File: src/rtl/split_timer_pkg.sv
package split_timer_pkg;

    typedef enum logic [1:0] {
        CFG_JOIN  = 2'd0,
        CFG_RTC   = 2'd1,
        CFG_SPLIT = 2'd2,
        CFG_HALT  = 2'd3
    } cfg_e;

    localparam int ADDR_W = 4;

    localparam logic [ADDR_W-1:0] ADR_CFG    = 4'd0;
    localparam logic [ADDR_W-1:0] ADR_EN     = 4'd1;
    localparam logic [ADDR_W-1:0] ADR_MODE   = 4'd2;
    localparam logic [ADDR_W-1:0] ADR_LOAD_A = 4'd3;
    localparam logic [ADDR_W-1:0] ADR_LOAD_B = 4'd4;
    localparam logic [ADDR_W-1:0] ADR_MTCH_A = 4'd5;
    localparam logic [ADDR_W-1:0] ADR_MTCH_B = 4'd6;
    localparam logic [ADDR_W-1:0] ADR_PRE_A  = 4'd7;
    localparam logic [ADDR_W-1:0] ADR_PRE_B  = 4'd8;
    localparam logic [ADDR_W-1:0] ADR_MASK   = 4'd9;
    localparam logic [ADDR_W-1:0] ADR_CLEAR  = 4'd10;

    localparam int NFLAGS = 4;
    localparam int FLG_TO_A = 0;
    localparam int FLG_MT_A = 1;
    localparam int FLG_TO_B = 2;
    localparam int FLG_MT_B = 3;

endpackage

File: src/rtl/split_timer_prescaler.sv
module split_timer_prescaler #(
    parameter int PRE_W = 8
) (
    input  logic             clk,
    input  logic             rst_n,
    input  logic             run,
    input  logic [PRE_W-1:0] limit,
    output logic             tick
);

    logic [PRE_W-1:0] pc_d, pc_q;

    always_comb begin
        tick = run && (pc_q == limit);
        if (!run) begin
            pc_d = '0;
        end else if (tick) begin
            pc_d = '0;
        end else begin
            pc_d = pc_q + 1'b1;
        end
    end

    always_ff @(posedge clk or negedge rst_n) begin
        if (!rst_n) begin
            pc_q <= '0;
        end else begin
            pc_q <= pc_d;
        end
    end

    // after a tick with a nonzero divider the next cycle holds no tick
    assert_prescale_gap_R3: assert property (@(posedge clk) disable iff (!rst_n)
        (tick && limit != '0) |=> (!tick || limit == '0));

endmodule

File: src/rtl/split_timer_edge_sync.sv
module split_timer_edge_sync (
    input  logic clk,
    input  logic rst_n,
    input  logic pin,
    output logic rise
);

    logic [2:0] sh_d, sh_q;

    always_comb begin
        sh_d = {sh_q[1:0], pin};
        rise = sh_q[1] & ~sh_q[2];
    end

    always_ff @(posedge clk or negedge rst_n) begin
        if (!rst_n) begin
            sh_q <= '0;
        end else begin
            sh_q <= sh_d;
        end
    end

endmodule

File: src/rtl/split_timer_irq.sv
module split_timer_irq #(
    parameter int N = 4
) (
    input  logic         clk,
    input  logic         rst_n,
    input  logic [N-1:0] set_i,
    input  logic [N-1:0] clr_i,
    input  logic         mask_we_i,
    input  logic [N-1:0] mask_i,
    output logic [N-1:0] raw_o,
    output logic [N-1:0] mask_o,
    output logic [N-1:0] status_o,
    output logic         irq_o
);

    typedef struct packed {
        logic [N-1:0] raw;
        logic [N-1:0] mask;
    } irq_regs_t;

    irq_regs_t d, q;

    always_comb begin
        d      = q;
        d.raw  = (q.raw & ~clr_i) | set_i;
        if (mask_we_i) begin
            d.mask = mask_i;
        end
    end

    always_ff @(posedge clk or negedge rst_n) begin
        if (!rst_n) begin
            q <= '0;
        end else begin
            q <= d;
        end
    end

    assign raw_o    = q.raw;
    assign mask_o   = q.mask;
    assign status_o = q.raw & q.mask;
    assign irq_o    = |(q.raw & q.mask);

    // without a clear request no flag drops
    assert_flag_sticky_R9: assert property (@(posedge clk) disable iff (!rst_n)
        (clr_i == '0) |=> ((raw_o & $past(raw_o)) == $past(raw_o)));

    // an event is never lost to a simultaneous clear
    assert_set_beats_clear_R10: assert property (@(posedge clk) disable iff (!rst_n)
        (set_i != '0) |=> ((raw_o & $past(set_i)) == $past(set_i)));

endmodule

File: src/rtl/split_timer.sv
module split_timer
    import split_timer_pkg::*;
#(
    parameter int HALF_W = 16,
    parameter int PRE_W  = 8,
    parameter int DATA_W = 16
) (
    input  logic              clk,
    input  logic              rst_n,
    input  logic              wr_en,
    input  logic [ADDR_W-1:0] wr_addr,
    input  logic [DATA_W-1:0] wr_data,
    input  logic              rtc_pin,
    output logic [HALF_W-1:0] count_a,
    output logic [HALF_W-1:0] count_b,
    output logic [1:0]        running,
    output logic [NFLAGS-1:0] raw_flags,
    output logic [NFLAGS-1:0] irq_mask,
    output logic [NFLAGS-1:0] irq_status,
    output logic              irq
);

    localparam int FULL_W = 2 * HALF_W;
    localparam int NHALF  = 2;

    typedef struct packed {
        cfg_e                          cfg;
        logic [NHALF-1:0]              en;
        logic [NHALF-1:0]              per;
        logic [NHALF-1:0][HALF_W-1:0]  load;
        logic [NHALF-1:0][HALF_W-1:0]  mtch;
        logic [NHALF-1:0][HALF_W-1:0]  cnt;
        logic [NHALF-1:0][PRE_W-1:0]   pre;
    } regs_t;

    regs_t d, q;

    logic [NHALF-1:0]             tick;
    logic [NHALF-1:0][HALF_W-1:0] dec;
    logic [FULL_W-1:0]            full_q, full_dec, full_inc;
    logic                         rise;
    logic [NFLAGS-1:0]            set_ev;
    logic [NFLAGS-1:0]            clr_req;
    logic                         mask_we;

    // ---------------------------------------------------------------
    // Per-half prescalers, only active in split configuration
    // ---------------------------------------------------------------
    for (genvar h = 0; h < NHALF; h++) begin : g_half
        logic run_h;
        assign run_h  = (q.cfg == CFG_SPLIT) && q.en[h];
        assign dec[h] = q.cnt[h] - 1'b1;

        split_timer_prescaler #(.PRE_W(PRE_W)) u_pre (
            .clk   (clk),
            .rst_n (rst_n),
            .run   (run_h),
            .limit (q.pre[h]),
            .tick  (tick[h])
        );
    end

    split_timer_edge_sync u_sync (
        .clk   (clk),
        .rst_n (rst_n),
        .pin   (rtc_pin),
        .rise  (rise)
    );

    assign full_q   = q.cnt;
    assign full_dec = full_q - 1'b1;
    assign full_inc = full_q + 1'b1;

    // ---------------------------------------------------------------
    // Next-state computation: counting first, then register writes
    // ---------------------------------------------------------------
    always_comb begin
        d      = q;
        set_ev = '0;

        unique case (q.cfg)
            CFG_SPLIT: begin
                for (int h = 0; h < NHALF; h++) begin
                    if (q.en[h] && tick[h]) begin
                        if (q.cnt[h] == '0) begin
                            if (q.per[h]) begin
                                d.cnt[h] = q.load[h];
                            end else begin
                                d.en[h] = 1'b0;
                            end
                        end else begin
                            d.cnt[h] = dec[h];
                            if (dec[h] == '0) begin
                                set_ev[2*h] = 1'b1;
                                if (!q.per[h]) begin
                                    d.en[h] = 1'b0;
                                end
                            end
                            if (dec[h] == q.mtch[h]) begin
                                set_ev[2*h+1] = 1'b1;
                            end
                        end
                    end
                end
            end
            CFG_JOIN: begin
                if (q.en[0]) begin
                    if (full_q == '0) begin
                        if (q.per[0]) begin
                            d.cnt = q.load;
                        end else begin
                            d.en[0] = 1'b0;
                        end
                    end else begin
                        d.cnt = full_dec;
                        if (full_dec == '0) begin
                            set_ev[FLG_TO_A] = 1'b1;
                            if (!q.per[0]) begin
                                d.en[0] = 1'b0;
                            end
                        end
                        if (full_dec == q.mtch) begin
                            set_ev[FLG_MT_A] = 1'b1;
                        end
                    end
                end
            end
            CFG_RTC: begin
                if (q.en[0] && rise) begin
                    d.cnt = full_inc;
                    if (full_inc == q.mtch) begin
                        set_ev[FLG_MT_A] = 1'b1;
                    end
                end
            end
            default: begin
            end
        endcase

        if (wr_en) begin
            unique case (wr_addr)
                ADR_CFG:    d.cfg = cfg_e'(wr_data[1:0]);
                ADR_EN:     d.en  = wr_data[1:0];
                ADR_MODE:   d.per = wr_data[1:0];
                ADR_LOAD_A: begin
                    d.load[0] = wr_data[HALF_W-1:0];
                    d.cnt[0]  = wr_data[HALF_W-1:0];
                end
                ADR_LOAD_B: begin
                    d.load[1] = wr_data[HALF_W-1:0];
                    d.cnt[1]  = wr_data[HALF_W-1:0];
                end
                ADR_MTCH_A: d.mtch[0] = wr_data[HALF_W-1:0];
                ADR_MTCH_B: d.mtch[1] = wr_data[HALF_W-1:0];
                ADR_PRE_A:  d.pre[0]  = wr_data[PRE_W-1:0];
                ADR_PRE_B:  d.pre[1]  = wr_data[PRE_W-1:0];
                default: begin
                end
            endcase
        end
    end

    always_ff @(posedge clk or negedge rst_n) begin
        if (!rst_n) begin
            q      <= '0;
            q.cfg  <= CFG_JOIN;
            q.load <= '1;
            q.cnt  <= '1;
        end else begin
            q <= d;
        end
    end

    // ---------------------------------------------------------------
    // Interrupt flags
    // ---------------------------------------------------------------
    assign clr_req = (wr_en && wr_addr == ADR_CLEAR) ? wr_data[NFLAGS-1:0] : '0;
    assign mask_we = wr_en && (wr_addr == ADR_MASK);

    split_timer_irq #(.N(NFLAGS)) u_irq (
        .clk       (clk),
        .rst_n     (rst_n),
        .set_i     (set_ev),
        .clr_i     (clr_req),
        .mask_we_i (mask_we),
        .mask_i    (wr_data[NFLAGS-1:0]),
        .raw_o     (raw_flags),
        .mask_o    (irq_mask),
        .status_o  (irq_status),
        .irq_o     (irq)
    );

    assign count_a = q.cnt[0];
    assign count_b = q.cnt[1];
    assign running = q.en;

    // a stopped half in split mode keeps its count unless reloaded
    assert_idle_hold_R5: assert property (@(posedge clk) disable iff (!rst_n)
        (q.cfg == CFG_SPLIT && !q.en[0] && !(wr_en && wr_addr == ADR_LOAD_A))
        |=> $stable(count_a));

    // joined timer ignores enable bit1 when enable bit0 is clear
    assert_join_idle_R7: assert property (@(posedge clk) disable iff (!rst_n)
        (q.cfg == CFG_JOIN && !q.en[0] && !wr_en)
        |=> ($stable(count_a) && $stable(count_b)));

    // RTC count moves only on a synchronised edge
    assert_rtc_still_R8: assert property (@(posedge clk) disable iff (!rst_n)
        (q.cfg == CFG_RTC && !rise && !wr_en)
        |=> ($stable(count_a) && $stable(count_b)));

    // halted configuration freezes both halves
    assert_halt_freeze_R13: assert property (@(posedge clk) disable iff (!rst_n)
        (q.cfg == CFG_HALT && !wr_en)
        |=> ($stable(count_a) && $stable(count_b)));

endmodule

File: config.mk
export PLATFORM = sky130hd
export DESIGN_NAME = split_timer
export DESIGN_NICKNAME = d
export VERILOG_FILES = /design/src/rtl/split_timer_pkg.sv /design/src/rtl/split_timer_prescaler.sv /design/src/rtl/split_timer_edge_sync.sv /design/src/rtl/split_timer_irq.sv /design/src/rtl/split_timer.sv
export SDC_FILE = /design/constraint.sdc
export NUM_CORES = 1
export LEC_CHECK = 0
export BUFFER_PORTS_ARGS = -buffer_cell sky130_fd_sc_hd__clkbuf_2
export CORE_UTILIZATION = 30
export DETAILED_ROUTE_END_ITERATION = 6
export PLACE_DENSITY = 0.48
export SKIP_CTS_REPAIR_TIMING = 1
export SLEW_MARGIN = 40
export SYNTH_ARGS = -nofsm -noshare
export SYNTH_HDL_FRONTEND = slang
export SYNTH_SLANG_ARGS = --single-unit
File: constraint.sdc
create_clock -name clk -period 5.1 [get_ports clk]
set_input_delay 0.255 -clock clk [delete_from_list [all_inputs] [get_ports clk]]
set_output_delay 0.255 -clock clk [all_outputs]
set_load 0.02 [all_outputs]
== Word level (Yosys, flattened, before mapping) ==
Index checks and enable logic that the tools add are counted.

* Bits in registers: 145
* Input port bits: 24
* Output and inout bits: 47
* Logic and storage cells: 130

* $add $sub $neg: 6
* Equal/unequal tests: 18
* Mux-type cells: 58
* Bitwise gates (word level): 6
* Reduce and logical (&&, ||, !) cells: 26

{| class="wikitable"
|+ Operators with widths
! operator !! count
|-
| two-way mux 16 bit || 12
|-
| two-way mux 32 bit || 4
|-
| two-way mux 116 bit || 1
|-
| case mux 32 bit (3 select lines) || 1
|-
| equality test 32 bit || 2
|-
| zero test 16 bit || 4
|-
| zero test 32 bit || 2
|-
| two-way mux 8 bit || 6
|-
| adder 32 x 1 -> 32 bit (second input constant) || 1
|-
| equality test 16 bit || 2
|-
| subtractor 16 x 1 -> 16 bit (second input constant) || 2
|-
| subtractor 32 x 1 -> 32 bit (second input constant) || 1
|-
| two-way mux 1 bit || 21
|-
| two-way mux 2 bit || 9
|-
| adder 8 x 1 -> 8 bit (second input constant) || 2
|-
| equality test 4 x 3 -> 1 bit (second input constant) || 4
|-
| equality test 8 bit || 2
|-
| AND reduction 2 bit || 8
|-
| equality test 4 bit (second input constant) || 3
|-
| logical AND 1 bit || 9
|-
| AND 4 bit || 2
|-
| equality test 4 x 2 -> 1 bit (second input constant) || 2
|-
| equality test 4 x 1 -> 1 bit (second input constant) || 1
|-
| zero test 4 bit || 1
|-
| other kinds (11) || 12
|}

== Depth between registers and ports, before layout ==
* Word-level depth: 8
* Mapped depth: 14
* Mapped depth without buffers: 10

== Modules after synthesis ==
From an unflattened synthesis, not the netlist that was laid out.

* Cell total of the unflattened synthesis: 1492
* Area, all modules: 12241.7 sq um

{| class="wikitable"
|+ Modules (own cells, without submodules)
! module !! instances !! cells each !! area each (sq um) !! sequential area each (sq um)
|-
| split_timer || 1 || 1369 || 10780.3 || 3032.9
|-
| split_timer_prescaler || 2 || 47 || 521.8 || 200.2
|-
| split_timer_irq || 1 || 25 || 329.1 || 200.2
|-
| split_timer_edge_sync || 1 || 4 || 88.8 || 75.1
|}

== Worst setup path after synthesis ==
No wires, ideal clock.

* Path kind: register to register
* Start: register q, in the netlist count_a[0]
* End: register q, in the netlist running[0]
* Setup time: 0.124 ns
* Arrival time: 3.644 ns
* Required time: 4.976 ns
* Slack: 1.332 ns
* Cell stages (with the launch flop): 14
* Path buffers: 3
* Period minus slack after synthesis: 3.768 ns
* Cell sequence: dfstp_2 -> clkbuf_1 -> inv_1 -> ha_1 -> clkbuf_2 -> or4b_1 -> buf_4 -> nor3_2 -> xor2_1 -> or4_1 -> or4b_4 -> a2111oi_2 -> nor3_1 -> a211o_1

{| class="wikitable"
|+ RTL lines
! element !! RTL line !! text
|-
| from (decl) || split_timer.sv:36 || <nowiki>regs_t d, q;</nowiki>
|}

==> results.cfg <==
[finish]
num-fill-cells = 4368
num-nets-final = 1575
diodes = 0
drive_above_1_share = 0.1838
seqCellArea_mm2 = 0.003710
area_growth_pct = 10.46
multiInputGateArea_mm2 = 0.007614

[die]
die_x_um = 203.1
die-height_um = 203.1
core_area_mm2 = 0.03982
die-area_mm2 = 0.04126
io_pins = 71
rows = 73
start_util = 0.3047

[timing]
period_share = 0.8267
rsz0062_at_grt = no
hold_ws_ns = 0.06609
min_period_ns = 4.216
tightest_slew_ns = 0.8323
finalHoldViolations = 0
skew_ns = 0.01938
fin_setup_tns_ns = 0
fmax_mhz = 237.2
final-setup-viol-count = 0
final_max_slew_viol_count = 0
relSlewSlack = 0.4435

[global_route]
use_met3 = 0.04992
grt_pass1_wl_um = 80790
grt_pass1_vias = 11533
grt_use_total = 0.2663
grt_util_met1 = 0.3786
antenna_found_initial = 1
busiest_layer = met2
grt-ovfl-total = 0
grt_util_met2 = 0.4024
grt_max_degree = 67

[setup_path]
rr_startpoint = count_a[0]$_DFF_PN1_
path_cells = inv_1 > ha_1 > or4b_1 > nor3_2 > xor2_1 > or4_1 > or4b_4 > a2111oi_2 > nor3_1 > a211o_1
worstPathArrival_ns = 4.57
slowest_delay_ns = 0.76
reg2regPathDepth = 10
required_ns = 5.46
cp_slowest_cell = or4b_1
crit_path_max_fanout = 17
worstSetupPathType = reg2reg
cp_top_family = simple AND/OR/NAND/NOR gates
cp.depth = 10
r2r_slack_ns = 0.88
path_buf_inv = 1
endpoint_kind = register
worstSetupStartpointType = register
r2r_end = running[0]$_DFF_PN0_

[worst_hold_path]
min-delay-start = wr_data[10]
min_to = q[106]$_DFFE_PN1P_
whs_path_depth = 3
hold_class = in2reg

[drt]
vias_per_cell = 6.002
route.vias.total = 12490
wl_per_cell_um = 26.40
drt_wl_total_um = 54930
drc = 0
dr.pass1.iters = 6
ant_nets = 0
drt_iter0_drc = 1483

[yosys]
synth.distinct_cells = 78
syn_nets = 1598
synth.largest_area_cell = dfrtp_1
async_reset_ff_frac = 1.000
synth_edf_count = 0
synthCells = 1566
synth_seq_area_share = 0.3056
avgSynthCellArea_um2 = 7.748
ys_ff_latch = 145
yosysWarnings = 0
synth_flop_cell = dfrtp_1
netlist_area_mm2 = 0.01213
ys_top_cells_by_area = dfrtp_1 (17%), dfstp_2 (14%), nand2_1 (7.0%)
synth.top_cell.area_share = 0.1670

[clock_tree]
cts_max_level = 4
clock-sinks = 145
root_buffer = clkbuf_16
clk_pin_slew_worst_paths_ns = 0.08
cts_made_buffers = 17
clockBufferDepth = 2
cts_tree = done
clkLatencyLatePin_ns = 0.47

[run_status]
outcome = finished, final reports clean

[power]
p_leak_uw = 0.005105
power.density_mw_per_mm2 = 563.7
ir_drop_v = 0.0002971

[placement]
finalWeightedCongestion = 1.004
place_hpwl_um = 38990
port_buffers = 70

[job]
drv_cap = 0
[metrics by stage]
step	instances	total power [uW]	utilization	cell area [um2]	setup WS, ns
5_1_grt	2081	7914	0.3366	13400	0.6728
6_report	2081	7555	0.3366	13400	0.8840
2_1_floorplan	1566	4808	-	12130	1.332
3_3_place_gp	2047	6085	0.3200	12740	1.077
4_1_cts	2079	7468	0.3359	13380	0.9679
3_5_place_dp	2047	6078	0.3207	12770	0.9854
[power breakdown]
group | internal, uW | switching, uW
Sequential | 1600 | 954
Combinational | 1310 | 2340
Clock | 780 | 573
Total | 3690 | 3870
[layer usage]
metal | vias to the layer above | share of wire
li1 | 5583 | -
met1 | 6195 | 0.45
met2 | 628 | 0.44
met3 | 84 | 0.087
met4 | 0 | 0.025
met5 | - | 0
[final cells by class]
class	count	area share
clock buffers	19	0.03230
clock inverters	13	0.01298
inverters	33	0.009242
multi-input cells	1232	0.5681
flip-flops and latches	145	0.2768
well taps	525	0.04901
repair buffers	114	0.05162
[placed cells by master, fill, tap and decap left out, types with 8 or more instances in the layout]
cell       instances
dfstp_2           64
o221ai_1           9
and3_1            21
o21ai_0          126
or4_1              8
buf_4             42
nand3b_1          11
and2_1            13
xnor2_1           73
dfrtp_1           80
and4_1             9
mux2_2            55
or3_1             14
nor3_1            48
ha_1               8
clkbuf_2          69
o22ai_1           14
nand2b_1          11
o211ai_1          16
clkbuf_16         17
nand4_1           27
nor4_1            27
nand2_1          225
nor2_1           117
a31oi_1           32
a21oi_1           79
inv_1             33
nand3_1           68
a211oi_1          22
nor3b_1            8
xor2_1            66
[Yosys cell counts, drive strengths merged, types with 9 or more instances]
cell type and number:
nand3 68, dfrtp 81, clkbuf 100, o211ai 16, and3 21, nor2 119
or3 14, nand2 225, a21oi 79, a211oi 22, o221ai 9, dfstp 64
nor3 54, o22ai 14, nand3b 11, and2 13, nor4 32, and4 9
nand4 28, o21ai 127, xor2 66, nand2b 11, inv 33, buf 56
mux2 55, xnor2 73, a31oi 32
[cells by family after synthesis]
logic type | share of synthesized area
buffers and inverters | 0.07074
AOI/OAI and AO/OA | 0.1979
muxes | 0.05682
DFF | 0.3056
adders and majority gates | 0.008249
xor gates and xnor gates | 0.1003
and+or+nand+nor | 0.2604
[flip-flops by register name, indices dropped and copies added (netlist names)]
register,cells
u_sync.sh_q,3
u_irq.raw_o,4
g_half.u_pre.pc_q,16
running,2
u_irq.mask_o,4
count_b,16
q,84
count_a,16
[how the worst max path moves through the flow]
| stage | from | endpoint | slack (ns) |
|---|---|---|---|
| 3_3_place_gp | count_a[0]$_DFF_PN1_ | running[0]$_DFF_PN0_ | 1.08 |
| 2_1_floorplan | count_a[0]$_DFF_PN1_ | running[0]$_DFF_PN0_ | 1.33 |
| 5_1_grt | count_a[0]$_DFF_PN1_ | running[0]$_DFF_PN0_ | 0.67 |
| 4_1_cts | count_a[0]$_DFF_PN1_ | running[0]$_DFF_PN0_ | 0.97 |
| 3_5_place_dp | count_a[0]$_DFF_PN1_ | running[0]$_DFF_PN0_ | 0.99 |
| 6_report | count_a[0]$_DFF_PN1_ | running[0]$_DFF_PN0_ | 0.88 |
[worst register-to-register path: stages, from the launching register on]
cell	delay (ns)
dfstp_2	0.47
inv_1	0.12
ha_1	0.36
or4b_1	0.76
nor3_2	0.42
xor2_1	0.16
or4_1	0.55
or4b_4	0.56
a2111oi_2	0.36
nor3_1	0.09
a211o_1	0.27
(Power assumes the default switching activity.)
